<file path="src/rtl/rxs_pkg.sv">
package rxs_pkg;
  typedef enum logic [1:0] {
    MODE_PLAIN  = 2'd0,
    MODE_PARITY = 2'd1,
    MODE_ADDR   = 2'd2,
    MODE_SYNC   = 2'd3
  } rx_mode_e;

  typedef enum logic [1:0] {
    ST_IDLE  = 2'd0,
    ST_START = 2'd1,
    ST_SHIFT = 2'd2
  } rx_state_e;
endpackage

</file>
<file path="src/rtl/rxs_sync.sv">
module rxs_sync #(
  parameter int STAGES = 2
) (
  input  logic clk,
  input  logic rst_n,
  input  logic din,
  output logic dout
);
  logic [STAGES-1:0] chain;

  genvar g;
  generate
    for (g = 0; g < STAGES; g++) begin : g_stage
      always_ff @(posedge clk or negedge rst_n) begin
        if (!rst_n) chain[g] <= 1'b1;
        else if (g == 0) chain[g] <= din;
        else chain[g] <= chain[(g == 0) ? 0 : g-1];
      end
    end
  endgenerate

  assign dout = chain[STAGES-1];
endmodule

</file>
<file path="src/rtl/rxs_framer.sv">
module rxs_framer
  import rxs_pkg::*;
#(
  parameter int DATA_W = 8,
  parameter int OSR    = 16
) (
  input  logic              clk,
  input  logic              rst_n,
  input  logic              tick,
  input  logic              line,
  input  rx_mode_e          mode,
  output logic              done,
  output logic [DATA_W-1:0] word,
  output logic              bit9,
  output logic              stop_ok
);
  localparam int FRM_W = DATA_W + 2;
  localparam int IDX_W = $clog2(FRM_W);
  localparam int CNT_W = $clog2(OSR);
  localparam int HALF  = OSR / 2;

  rx_state_e        state;
  logic [CNT_W-1:0] cnt;
  logic [IDX_W-1:0] idx;
  logic [IDX_W-1:0] last_idx;
  logic [FRM_W-1:0] frm;

  always_comb begin
    case (mode)
      MODE_PLAIN: last_idx = IDX_W'(DATA_W);
      MODE_SYNC:  last_idx = IDX_W'(DATA_W - 1);
      default:    last_idx = IDX_W'(DATA_W + 1);
    endcase
  end

  always_ff @(posedge clk or negedge rst_n) begin
    if (!rst_n) begin
      state <= ST_IDLE;
      cnt   <= '0;
      idx   <= '0;
      frm   <= '0;
      done  <= 1'b0;
    end else begin
      done <= 1'b0;
      if (tick) begin
        if (mode == MODE_SYNC) begin
          frm[idx] <= line;
          if (idx == last_idx) begin
            idx  <= '0;
            done <= 1'b1;
          end else begin
            idx <= idx + 1'b1;
          end
        end else begin
          case (state)
            ST_IDLE: begin
              if (!line) begin
                state <= ST_START;
                cnt   <= '0;
              end
            end
            ST_START: begin
              if (cnt == CNT_W'(HALF - 1)) begin
                cnt   <= '0;
                idx   <= '0;
                state <= line ? ST_IDLE : ST_SHIFT;
              end else begin
                cnt <= cnt + 1'b1;
              end
            end
            ST_SHIFT: begin
              if (cnt == CNT_W'(OSR - 1)) begin
                cnt      <= '0;
                frm[idx] <= line;
                if (idx == last_idx) begin
                  done  <= 1'b1;
                  state <= ST_IDLE;
                end else begin
                  idx <= idx + 1'b1;
                end
              end else begin
                cnt <= cnt + 1'b1;
              end
            end
            default: state <= ST_IDLE;
          endcase
        end
      end
    end
  end

  assign word    = frm[DATA_W-1:0];
  assign bit9    = frm[DATA_W];
  assign stop_ok = (mode == MODE_PLAIN) ? frm[DATA_W] : frm[DATA_W+1];
endmodule

</file>
<file path="src/rtl/rxs_flags.sv">
module rxs_flags
  import rxs_pkg::*;
#(
  parameter int DATA_W = 8
) (
  input  logic              clk,
  input  logic              rst_n,
  input  rx_mode_e          mode,
  input  logic              odd,
  input  logic              done,
  input  logic [DATA_W-1:0] word,
  input  logic              bit9,
  input  logic              stop_ok,
  input  logic              stat_rd,
  input  logic              data_rd,
  output logic [DATA_W-1:0] data_q,
  output logic              rdy,
  output logic              ovr,
  output logic              pe,
  output logic              fe,
  output logic              addr
);
  logic armed;
  logic par_bad;

  assign par_bad = (^{bit9, word}) ^ odd;

  always_ff @(posedge clk or negedge rst_n) begin
    if (!rst_n) begin
      data_q <= '0;
      rdy    <= 1'b0;
      ovr    <= 1'b0;
      pe     <= 1'b0;
      fe     <= 1'b0;
      addr   <= 1'b0;
      armed  <= 1'b0;
    end else begin
      if (stat_rd) armed <= 1'b1;
      if (data_rd) begin
        rdy   <= 1'b0;
        armed <= stat_rd;
        if (armed) begin
          ovr <= 1'b0;
          pe  <= 1'b0;
          fe  <= 1'b0;
        end
      end
      if (done && !fe) begin
        if (rdy && !data_rd) begin
          ovr <= 1'b1;
        end else begin
          data_q <= word;
          rdy    <= 1'b1;
          if (mode != MODE_SYNC && !stop_ok) fe <= 1'b1;
          if (mode == MODE_PARITY && par_bad) pe <= 1'b1;
          if (mode == MODE_ADDR) addr <= bit9;
        end
      end
    end
  end
endmodule

</file>
<file path="src/rtl/serial_rx_core.sv">
module serial_rx_core
  import rxs_pkg::*;
#(
  parameter int DATA_W      = 8,
  parameter int OSR         = 16,
  parameter int SYNC_STAGES = 2
) (
  input  logic              clk,
  input  logic              rst_n,
  input  logic              tick16,
  input  logic              rxd,
  input  logic [1:0]        cfg_mode,
  input  logic              cfg_odd,
  input  logic              stat_rd,
  input  logic              data_rd,
  output logic [DATA_W-1:0] rx_data,
  output logic              rx_valid,
  output logic              rx_ovr,
  output logic              rx_perr,
  output logic              rx_ferr,
  output logic              rx_addr
);
  rx_mode_e          mode;
  logic              line_s;
  logic              frm_done;
  logic [DATA_W-1:0] frm_word;
  logic              frm_bit9;
  logic              frm_stop;

  assign mode = rx_mode_e'(cfg_mode);

  rxs_sync #(.STAGES(SYNC_STAGES)) u_sync (
    .clk (clk),
    .rst_n(rst_n),
    .din (rxd),
    .dout(line_s)
  );

  rxs_framer #(.DATA_W(DATA_W), .OSR(OSR)) u_framer (
    .clk    (clk),
    .rst_n  (rst_n),
    .tick   (tick16),
    .line   (line_s),
    .mode   (mode),
    .done   (frm_done),
    .word   (frm_word),
    .bit9   (frm_bit9),
    .stop_ok(frm_stop)
  );

  rxs_flags #(.DATA_W(DATA_W)) u_flags (
    .clk    (clk),
    .rst_n  (rst_n),
    .mode   (mode),
    .odd    (cfg_odd),
    .done   (frm_done),
    .word   (frm_word),
    .bit9   (frm_bit9),
    .stop_ok(frm_stop),
    .stat_rd(stat_rd),
    .data_rd(data_rd),
    .data_q (rx_data),
    .rdy    (rx_valid),
    .ovr    (rx_ovr),
    .pe     (rx_perr),
    .fe     (rx_ferr),
    .addr   (rx_addr)
  );
endmodule

</file>
<file path="config.mk">
export PLATFORM = sky130hd
export DESIGN_NAME = serial_rx_core
export DESIGN_NICKNAME = d
export VERILOG_FILES = /design/src/rtl/rxs_pkg.sv /design/src/rtl/rxs_sync.sv /design/src/rtl/rxs_framer.sv /design/src/rtl/rxs_flags.sv /design/src/rtl/serial_rx_core.sv
export SDC_FILE = /design/constraint.sdc
export NUM_CORES = 1
export LEC_CHECK = 0
export CELL_PAD_IN_SITES_DETAIL_PLACEMENT = 2
export CELL_PAD_IN_SITES_GLOBAL_PLACEMENT = 2
export CORE_ASPECT_RATIO = 2
export CORE_MARGIN = 5
export CORE_UTILIZATION = 37
export CTS_CLUSTER_SIZE = 24
export DETAILED_ROUTE_END_ITERATION = 10
export PLACE_DENSITY = 0.8
export SLEW_MARGIN = 30
export SYNTH_ARGS = -nofsm -noshare
export SYNTH_HDL_FRONTEND = slang
export SYNTH_HIERARCHICAL = 1
export SYNTH_SLANG_ARGS = --single-unit
</file>
<file path="constraint.sdc">
create_clock -name clk -period 2.7 [get_ports clk]
set_input_delay 0.675 -clock clk [delete_from_list [all_inputs] [get_ports clk]]
set_output_delay 0.675 -clock clk [all_outputs]
set_load 0.005 [all_outputs]
</file>
==> impl_metrics.tcl <==
set metrics [dict create \
    run_status "finished clean" \
    die_area_mm2 0.00716 \
    async_flop_share_pct 100 \
    synth_edf_count 0 \
    multiInputGateArea_mm2 0.00100 \
    rows 38 \
    cts_tree "built" \
    drv_cap 0 \
    io_pins 22 \
    ctsHtreeMaxLevel 2 \
    synthMuxAreaShare_pct 14.2 \
    critPathArrivalTime_ps 2600 \
    max_slew_margin_pct 67.4 \
    grt_antenna_before_repair 0 \
    synth-xor-area-share_pct 4.93 \
    critical_path_required_ps 2890 \
    clock-sinks 37 \
    vias_per_cell 5.49 \
    final-hold-violation-count 0 \
    synth_area_leaders "dfrtp_1 43%, mux2_2 11%, ha_1 5.5%, nand2_1 3.9%, buf_4 3.0%" \
    drv_slew 0 \
    hold_path_class "in2async" \
    drive_gt1_share_pct 23.2 \
    clockBufferDepth 2 \
    syn_nets 200 \
    drc 0 \
    power.density_mw_per_mm2 883 \
    final_nets 220 \
    synth_adder_area_share_pct 5.55 \
    p_leak_nw 1.06 \
    initial_utilization_pct 37.8 \
    die_w_um 62.4 \
    fmax_ghz 0.415 \
    routedWlPerCell_um 20.2 \
    yosysMostFrequentCell "dfrtp_1" \
    crit_path_end_kind "flop" \
    ant_nets 0 \
    skew_ps 7.66 \
    hold_buffers 0 \
    layout_setup_ws_ps 290 \
    fin_cells 263 \
    grt_pass1_vias 1673 \
    port_buffers 21 \
    grt_start_max_net_pins 38 \
    synth_simple_gate_area_share_pct 15.7 \
    worst_pin_slew_ps 490 \
    seqCellArea_um2 928 \
    crit_type "in2reg" \
    ctsResizeCount 0 \
    design_area_mm2 0.00239 \
    ys_types 46 \
    startpoint_type "primary input" \
    drt-initial-drc-count 23 \
    rsz0062_at_grt "no" \
    antenna_cells 0 \
    synth_top_family_by_area "simple AND/OR/NAND/NOR gates" \
    path_max_fanout 7 \
    period_share_pct 89.3 \
    netlist_instances 182 \
    track_usage_pct 15.9 \
    dpl_worst_slack_ps -18.2 \
    root_buffer "clkbuf_8" \
    first_pass_iters 3 \
    grt_pass1_wl_mm 8.83 \
    globalplace.congestion 0.745 \
    yosys.area.top_type "dfrtp_1" \
    layout_min_cycle_time_ps 2410 \
    ys_seq_area_share_pct 45.7 \
    synth_common_cells "35 x dfrtp_1, 21 x nand2_1, 20 x mux2_2" \
    vdd_ir_drop_max_mv 0.566 \
    clkSlewWorstSetupHoldPaths_ps 80 \
    postPlaceCellArea_mm2 0.00226 \
    synth_compound_area_share_pct 9.06 \
    avgSynthCellArea_um2 11.2 \
    setup_violations 0 \
    clock_latency_ps 300 \
    dp.cells 255 \
    fillers 572 \
    area_growth_pct 17.9 \
    post_cts_buffers 0 \
    numCtsBuffers 5 \
    synth_ff_type "dfrtp_1" \
    overflow 0 \
    synthDominantCellAreaShare_pct 43.1 \
    synth-seq-cells 37 \
    hpwl_mm 4.11 \
    total_power_mw 2.11 \
    core_area_mm2 0.00537 \
    syn-cell-area_mm2 0.00203 \
    die_h_um 115 \
    ys_warn_count 6 \
    routed_wl_mm 5.33 \
    num_vias 1444 \
]
==> through the flow <==
stage	TNS [ps]	hold WS (ps)	utilization, %
final	0	329	44.6
after global routing	0	366	44.6
after CTS	0	360	44.5
after detailed placement	-18.2	349	42.0
after global placement	0	346	42.0
after floorplan	0	345	-
==> worst paths after layout <==
kind	from	endpoint	slack (ps)	cells after the start
setup reg to reg	u_framer/state[0]	u_framer/frm[1]	540	7
hold / removal	rst_n	u_flags/data_q[0]	330	1
hold reg to reg	u_sync/chain[0]	u_sync/dout	360	0
setup / recovery	cfg_mode[1]	u_framer/idx[0]	290	6
min in group clk	u_sync/chain[0]	u_sync/dout	360	0
max in group asynchronous	rst_n	u_sync/chain[0]	2000	1
==> cell type report <==
type	count	area share, %
clock buffer	5	2.88
sequential	37	38.8
multi-input combinational	127	41.9
inverter	8	1.25
tap	60	3.14
clock inverter	3	2.72
timing repair buffer	23	9.30
==> sequential cells by signal (all words and copies together) (netlist names), 2 cells and up <==
signal,count
u_flags/data_q,8
u_framer/cnt,4
u_framer/frm,10
u_framer/idx,4
u_framer/state,2
==> worst max-delay path, cell delays in order <==
cell and delay [ps]:
clkdlybuf4s50_1 620, nand2_1 170, or3_4 420, nand4b_1 210, and2_4 210, mux2_4 290
==> cell families (layout without fill, tap and decap cells) <==
group	after synthesis	in the layout
AND/OR/NAND/NOR	58	58
flip-flops	37	37
AO/OA/AOI/OAI	27	27
multiplexers	24	24
buffers and inverters	18	39
adder cells (fa/ha/maj)	9	9
XOR/XNOR	9	9
==> layout by cell type (no fill, tap or decap), types with 2 or more instances in the layout <==
cell type,instances
nor3_1,3
nand2b_1,2
a31oi_1,2
clkdlybuf4s50_1,20
o22ai_1,2
bufinv_16,2
nor3_2,2
a21o_1,2
inv_1,8
mux2_2,20
dfrtp_1,35
nor3b_1,4
xnor2_1,6
ha_1,9
nand3_1,7
nand2_1,21
nand4b_1,2
dfstp_2,2
and2_1,2
mux2_4,2
nor2_1,6
buf_4,3
a21oi_1,5
a22o_1,2
o21ai_0,7
clkbuf_8,5
==> power breakdown <==
group	internal, mW	leakage [nW]	switching (mW)
combinational	0.363	0.497	0.350
sequential	0.676	0.494	0.149
clock	0.367	0.0681	0.208
total	1.41	1.06	0.708
==> per-layer routing <==
| metal | global-route usage [%] | part of all wire (%) | vias to the layer above |
|---|---|---|---|
| met3 | 2.54 | 2.5 | 9 |
| met1 | 14.6 | 33 | 742 |
| met5 | 0 | 0 | - |
| met2 | 33.1 | 62 | 25 |
| met4 | 6.52 | 2.1 | 0 |
| li1 | - | - | 668 |
Note: power is estimated with default switching activity, not from simulation.
